**src/rtl/frc_pkg.sv**
```systemverilog
package frc_pkg;

   typedef enum logic [1:0] {
      RM_ARRAY  = 2'd0,
      RM_STATUS = 2'd1,
      RM_CONFIG = 2'd2
   } rmode_e;

   localparam int          DQ_W        = 16;
   localparam int          CMD_W       = 8;
   localparam int          ERR_N       = 4;
   localparam int          STAT_W      = 8;

   localparam logic [CMD_W-1:0] CMD_ARRAY   = 8'hFF;
   localparam logic [CMD_W-1:0] CMD_STATUS  = 8'h70;
   localparam logic [CMD_W-1:0] CMD_CONFIG  = 8'h90;
   localparam logic [CMD_W-1:0] CMD_CLRSTAT = 8'h50;

   localparam logic [DQ_W-1:0]  MFR_CODE    = 16'h0089;
   localparam int               OFF_MFR     = 0;
   localparam int               OFF_DEV     = 1;
   localparam int               OFF_LOCK    = 2;
   localparam int               OFF_PRLOCK  = 'h80;

endpackage

```
**src/rtl/frc_cmd_dec.sv**
```systemverilog
module frc_cmd_dec
   import frc_pkg::*;
(
   input  logic             clk,
   input  logic             rst_n,
   input  logic             ce_n,
   input  logic             we_n,
   input  logic [CMD_W-1:0] cmd_byte,
   output rmode_e           mode,
   output logic             cmd_strobe,
   output logic             clr_pulse
);

   logic   we_q;
   rmode_e mode_nx;

   always_ff @(posedge clk or negedge rst_n) begin
      if (!rst_n) we_q <= 1'b1;
      else        we_q <= we_n;
   end

   assign cmd_strobe = we_n & ~we_q & ~ce_n;
   assign clr_pulse  = cmd_strobe && (cmd_byte == CMD_CLRSTAT);

   always_comb begin
      mode_nx = mode;
      if (cmd_strobe) begin
         unique case (cmd_byte)
            CMD_ARRAY:  mode_nx = RM_ARRAY;
            CMD_STATUS: mode_nx = RM_STATUS;
            CMD_CONFIG: mode_nx = RM_CONFIG;
            default:    mode_nx = mode;
         endcase
      end
   end

   always_ff @(posedge clk or negedge rst_n) begin
      if (!rst_n) mode <= RM_ARRAY;
      else        mode <= mode_nx;
   end

endmodule

```
**src/rtl/frc_status.sv**
```systemverilog
module frc_status
   import frc_pkg::*;
(
   input  logic              clk,
   input  logic              rst_n,
   input  logic              wsm_ready,
   input  logic              wsm_susp_erase,
   input  logic              wsm_susp_prog,
   input  logic [ERR_N-1:0]  err_set,
   input  logic              clr,
   input  logic              bus_act,
   output logic [STAT_W-1:0] stat_shown,
   output logic [STAT_W-1:0] snap_q,
   output logic [ERR_N-1:0]  err_q,
   output logic              act_rise
);

   logic              act_q;
   logic [STAT_W-1:0] live;

   assign live = {wsm_ready, wsm_susp_erase, err_q[3], err_q[2],
                  err_q[1], wsm_susp_prog, err_q[0], 1'b0};

   assign act_rise   = bus_act & ~act_q;
   assign stat_shown = act_rise ? live : snap_q;

   always_ff @(posedge clk or negedge rst_n) begin
      if (!rst_n) begin
         act_q  <= 1'b0;
         err_q  <= '0;
         snap_q <= 8'h80;
      end else begin
         act_q  <= bus_act;
         err_q  <= (err_q & ~{ERR_N{clr}}) | err_set;
         if (act_rise) snap_q <= live;
      end
   end

endmodule

```
**src/rtl/frc_cfg.sv**
```systemverilog
module frc_cfg
   import frc_pkg::*;
#(
   parameter int              ADDR_W   = 12,
   parameter int              BLK_W    = 8,
   parameter int              PR_WORDS = 8,
   parameter logic [DQ_W-1:0] DEV_ID   = 16'h88C2,
   localparam int             NBLK     = 1 << (ADDR_W - BLK_W)
)(
   input  logic [ADDR_W-1:0]        addr,
   input  logic [2*NBLK-1:0]        blk_lock,
   input  logic [DQ_W-1:0]          prot_lock,
   input  logic [DQ_W*PR_WORDS-1:0] prot_words,
   output logic [DQ_W-1:0]          cfg_word
);

   localparam int BIDX_W = ADDR_W - BLK_W;

   logic [BLK_W-1:0]  off;
   logic [BIDX_W-1:0] bidx;
   logic [DQ_W-1:0]   lock_word [NBLK];
   logic [DQ_W-1:0]   pr_word   [PR_WORDS];
   logic              in_blk0;

   assign off     = addr[BLK_W-1:0];
   assign bidx    = addr[ADDR_W-1:BLK_W];
   assign in_blk0 = (bidx == '0);

   for (genvar b = 0; b < NBLK; b++) begin : g_lock
      assign lock_word[b] = {{(DQ_W-2){1'b0}}, blk_lock[2*b+1], blk_lock[2*b]};
   end

   for (genvar k = 0; k < PR_WORDS; k++) begin : g_pr
      assign pr_word[k] = prot_words[DQ_W*k +: DQ_W];
   end

   always_comb begin
      cfg_word = '0;
      if (off == BLK_W'(OFF_LOCK)) begin
         cfg_word = lock_word[bidx];
      end else if (in_blk0) begin
         if (off == BLK_W'(OFF_MFR)) begin
            cfg_word = MFR_CODE;
         end else if (off == BLK_W'(OFF_DEV)) begin
            cfg_word = DEV_ID;
         end else if (off == BLK_W'(OFF_PRLOCK)) begin
            cfg_word = prot_lock;
         end else begin
            for (int k = 0; k < PR_WORDS; k++) begin
               if (off == BLK_W'(OFF_PRLOCK + 1 + k)) cfg_word = pr_word[k];
            end
         end
      end
   end

endmodule

```
**src/rtl/flash_rd_ctrl.sv**
```systemverilog
module flash_rd_ctrl
   import frc_pkg::*;
#(
   parameter int              ADDR_W   = 12,
   parameter int              BLK_W    = 8,
   parameter int              PR_WORDS = 8,
   parameter logic [DQ_W-1:0] DEV_ID   = 16'h88C2
)(
   input  logic                               clk,
   input  logic                               rst_n,
   input  logic                               ce_n,
   input  logic                               oe_n,
   input  logic                               we_n,
   input  logic [ADDR_W-1:0]                  addr,
   input  logic [15:0]                        din,
   input  logic [15:0]                        arr_data,
   input  logic                               wsm_ready,
   input  logic                               wsm_susp_erase,
   input  logic                               wsm_susp_prog,
   input  logic [3:0]                         wsm_err_set,
   input  logic [2*(1<<(ADDR_W-BLK_W))-1:0]   blk_lock,
   input  logic [15:0]                        prot_lock,
   input  logic [16*PR_WORDS-1:0]             prot_words,
   output logic [15:0]                        dq_out,
   output logic                               dq_drive
);

   initial begin
      assert (BLK_W >= 8)
         else $error("BLK_W must reach the protection offsets");
      assert (ADDR_W > BLK_W)
         else $error("ADDR_W must exceed BLK_W");
      assert (PR_WORDS >= 1 && OFF_PRLOCK + PR_WORDS < (1 << BLK_W))
         else $error("PR_WORDS does not fit in one block");
   end

   rmode_e            mode_q;
   logic              cmd_strobe;
   logic              clr_pulse;
   logic              bus_act;
   logic              act_rise;
   logic [STAT_W-1:0] stat_shown;
   logic [STAT_W-1:0] snap_q;
   logic [ERR_N-1:0]  err_q;
   logic [DQ_W-1:0]   cfg_word;
   logic [DQ_W-1:0]   rd_word;

   assign bus_act = ~ce_n & ~oe_n;

   frc_cmd_dec u_dec (
      .clk        (clk),
      .rst_n      (rst_n),
      .ce_n       (ce_n),
      .we_n       (we_n),
      .cmd_byte   (din[CMD_W-1:0]),
      .mode       (mode_q),
      .cmd_strobe (cmd_strobe),
      .clr_pulse  (clr_pulse)
   );

   frc_status u_stat (
      .clk            (clk),
      .rst_n          (rst_n),
      .wsm_ready      (wsm_ready),
      .wsm_susp_erase (wsm_susp_erase),
      .wsm_susp_prog  (wsm_susp_prog),
      .err_set        (wsm_err_set),
      .clr            (clr_pulse),
      .bus_act        (bus_act),
      .stat_shown     (stat_shown),
      .snap_q         (snap_q),
      .err_q          (err_q),
      .act_rise       (act_rise)
   );

   frc_cfg #(
      .ADDR_W   (ADDR_W),
      .BLK_W    (BLK_W),
      .PR_WORDS (PR_WORDS),
      .DEV_ID   (DEV_ID)
   ) u_cfg (
      .addr       (addr),
      .blk_lock   (blk_lock),
      .prot_lock  (prot_lock),
      .prot_words (prot_words),
      .cfg_word   (cfg_word)
   );

   always_comb begin
      unique case (mode_q)
         RM_STATUS: rd_word = {{(DQ_W-STAT_W){1'b0}}, stat_shown};
         RM_CONFIG: rd_word = cfg_word;
         default:   rd_word = arr_data;
      endcase
   end

   always_ff @(posedge clk or negedge rst_n) begin
      if (!rst_n) begin
         dq_drive <= 1'b0;
         dq_out   <= '0;
      end else begin
         dq_drive <= bus_act;
         dq_out   <= bus_act ? rd_word : '0;
      end
   end

endmodule

```
**config.mk**
```make
export PLATFORM = sky130hd
export DESIGN_NAME = flash_rd_ctrl
export DESIGN_NICKNAME = d
export VERILOG_FILES = /design/src/rtl/frc_pkg.sv /design/src/rtl/frc_cmd_dec.sv /design/src/rtl/frc_status.sv /design/src/rtl/frc_cfg.sv /design/src/rtl/flash_rd_ctrl.sv
export SDC_FILE = /design/constraint.sdc
export NUM_CORES = 1
export LEC_CHECK = 0
export ABC_AREA = 1
export ABC_CLOCK_PERIOD_IN_PS = 1600
export CORE_ASPECT_RATIO = 1.2
export CORE_MARGIN = 5
export CORE_UTILIZATION = 25
export CTS_CLUSTER_DIAMETER = 50
export DETAILED_ROUTE_END_ITERATION = 10
export PLACE_DENSITY_LB_ADDON = 0.2
export SETUP_SLACK_MARGIN = 0.02
export SKIP_LAST_GASP = 1
export SYNTH_ARGS = -nofsm -noshare
export SYNTH_HDL_FRONTEND = slang
export SYNTH_SLANG_ARGS = --single-unit
export TNS_END_PERCENT = 100
```
**constraint.sdc**
```tcl
create_clock -name clk -period 1.6 [get_ports clk]
set_clock_uncertainty 0.1 [all_clocks]
set_input_delay 0.16 -clock clk [delete_from_list [all_inputs] [get_ports clk]]
set_output_delay 0.16 -clock clk [all_outputs]
set_load 0.01 [all_outputs]
```
==> metrics.md <==
| Metric | Value |
|---|---|
| Critical path arrival | 1.78 ns |
| Initial core utilization | 0.254 |
| Internal | 2340 uW |
| Worst-path fanout max | 2 |
| Detailed Route WL | 16000 um |
| Vias per cell | 4.65 |
| Crit Path Category | reg -> reg |
| RePlAce Congestion | 0.914 |
| Synth warn | 0 |
| Status | finished with violations |
| Routed Antenna Nets | 0 |
| # IOs | 249 |
| Met2 routed WL | 8070 um |
| Clock power frac | 0.378 |
| Slew HR | 0.757 |
| Leakage power | 0.00308 uW |
| Total iterations of the first detailed-routing run | 4 |
| Psw | 739 uW |
| Switching part of the total | 0.240 |
| I/O Buffers | 240 |
| DR top layer | met5 |
| R2r startpoint | u_dec.mode[0] |
| Final setup viols | 15 |
| Drt drc | 0 |
| Die area | 14600 um2 |
| CTS root buf | clkbuf_16 |
| Reg2Reg Setup Slack | -0.09 ns |
| Worst reg-to-reg path cell count | 10 |
| CORE AREA | 12100 um2 |
| Mapped Avg Cell Area | 6.07 um2 |
| Final Hold Violating Endpoints | 0 |
| Setup TNS | -0.931 ns |
| CP max stage delay | 0.38 ns |
| Antenna violations before repair | 1 |
| Crit-path leading delay family | simple AND/OR/NAND/NOR gates |
| Drt wl/cell | 16.4 um |
| # rows | 44 |
| Fraction of layout instances using a drive strength above 1 | 0.235 |
| CTS Sinks | 32 |
| DR vias | 4564 |
| Violated checks | setup timing |
| Htree depth | 2 |
| Nets | 1053 |
| CTS Hold Bufs | 0 |
| Slowest library cell on the worst path | dfrtp_1 |
| Reg-to-Reg End | dq_out[4] |
| Combinational power share | 0.341 |
| Power Density | 456 nW/um2 |
| Initial DRC Count | 163 |
| Seq cells post-synth | 32 |
| Reg clk slew, reported paths | 0.05 ns |
| Flop pwr share | 0.281 |
| Grt ovf | 0 |
| CP bufs+invs | 4 |
| Worst Path Required | 1.70 ns |
| Crit path cell chain | inv_1 > ha_2 > inv_2 > nor3_4 > nand2_2 > nor2_4 > buf_6 > buf_4 > o211ai_1 > a21oi_1 |
| Fillers | 1199 |
| Worst Setup Slack, final | -0.0873 ns |
| First-pass GRT wire length | 25300 um |
| Pin count of the biggest net entering global routing | 33 |
| CTS max path bufs | 2 |
| Worst-margin pin slew | 0.361 ns |
| Synthesized net count | 741 |
| DP Wirelength | 13500 um |
| CTS tree | yes |
| Max cap viols | 0 |
| Fmax | 593 MHz |
| Syn-to-layout area delta | 119% |
| Met3 Wirelength | 977 um |
| Vias in the first global route | 4937 |
| Clock latency on the worst-skew pair | 0.27 ns |
| Die Height | 132 um |
| Final Cycle Share | 1.05 |
| Met1 wire length | 6280 um |
| ANT cells | 0 |
| Maximum VDD drop | 0.452 mV |
| Crit end category | flop |
| Distinct cell type count of the synthesized netlist | 39 |
| Worst Setup Start Kind | flop |
| Hold Path Class | in -> async |
| Die Wd | 111 um |
| Number of buffers created by CTS | 5 |
| Mapped Cells | 507 |
| WHS | 0.151 ns |
| All-Layer GR Usage | 0.211 |
| RSZ-0062 raised after global routing | true |
| Cell area after synthesis | 3080 um2 |
| Sequential-to-total area share from yosys stat | 0.261 |
| Minimum clock period | 1.69 ns |
| Slew Viols, Final | 0 |
==> how the worst max path moves through the flow <==
stage / cells past startpoint / start / end
6_report: 10 / u_dec.mode[0] / dq_out[4]
5_1_grt: 11 / u_dec.mode[0] / dq_out[2]
4_1_cts: 14 / addr[0] / dq_out[3]
3_5_place_dp: 15 / addr[4] / dq_out[3]
3_3_place_gp: 15 / addr[6] / dq_out[3]
2_1_floorplan: 10 / u_dec.mode[0] / dq_out[8]
==> layout by cell type, fill, tap and decap left out, drive strengths merged, types with 9 or more instances in the layout <==
cell / Yosys / routed
a21oi: 51 / 51
buf: 12 / 86
clkbuf: 5 / 9
clkdlybuf4s50: 0 / 231
dfrtp: 30 / 30
inv: 61 / 60
nand2: 176 / 176
nand3: 39 / 39
nand4: 14 / 14
nor2: 52 / 52
o21ai: 24 / 24
==> area by class of cell <==
class	count	area (um2)	area share
clock buffers	7	153	0.0226
clock inverters	1	30.0	0.00446
inverters	61	250	0.0371
multi-input cells	397	2240	0.332
flip-flops and latches	32	803	0.119
well taps	161	201	0.0299
repair buffers	322	3070	0.455
==> flip-flops by register name, summed over array words and instances, names as in the netlist <==
signal and count:
dq_out 16, u_stat.snap_q 8, u_dec.we_q 1, u_dec.mode 2, u_stat.err_q 4, u_stat.act_q 1
==> power by group through the flow <==
stage	Sequential, uW	Clock (uW)	Combinational (uW)
finish	866	1160	1050
global route	870	1220	1130
CTS	866	1170	1020
detailed placement	880	0	977
global placement	879	0	974
floorplan	884	0	230
==> metal layers <==
| metal | GRT usage | vias to the layer above |
|---|---|---|
| li1 | - | 2281 |
| met4 | 0.0865 | 2 |
| met2 | 0.372 | 174 |
| met3 | 0.0432 | 44 |
| met5 | 0 | - |
| met1 | 0.248 | 2063 |
==> repair_timing <==
item | 4_1_cts | 5_1_grt
setup buffers | 14 | 8
gates resized for setup | 88 | 41
gates cloned | 1 | 0
pin swaps | 33 | 22
hold endpoints to repair | 0 | 0
setup endpoints to repair | 16 | 16
==> stage by stage <==
stage                     utilization  power [uW]  setup slack, ns  area (um2)  instances
final                           0.557        3080          -0.0873        6740        981
after global routing            0.557        3220           -0.253        6740        981
after CTS                       0.542        3050          -0.0512        6570        975
after detailed placement        0.500        1860           -0.712        6050        952
after global placement          0.500        1850           -0.699        6050        952
after floorplan                     -        1110           0.0151        3080        507
==> cell usage after synthesis, drive strengths merged <==
master	count	area share
dfstp	2	0.017
dfrtp	30	0.24
nor3b	2	0.0049
o21ai	24	0.039
nor4	3	0.013
or2	2	0.0041
buf	12	0.026
clkbuf	5	0.0061
nand3	39	0.063
and3	1	0.0020
nor3	8	0.020
a31oi	1	0.0020
nand4	14	0.028
a21oi	51	0.083
o31ai	1	0.0024
o21bai	4	0.0098
a211oi	1	0.0024
nand2	176	0.22
inv	61	0.074
a221oi	5	0.014
mux2i	8	0.026
nor2	52	0.077
o2111ai	1	0.0028
o211ai	1	0.0024
a22o	1	0.0028
ha	2	0.0081
==> logic make-up (layout without fill, tap and decap cells) <==
group,count (synthesis),after routing,share of synthesized area
simple gates,297,297,0.437
fa+ha+maj,2,2,0.00813
mux,8,8,0.0260
flops,32,32,0.261
compound gates,90,90,0.161
buf+inv,78,391,0.107
(Power assumes the default switching activity.)
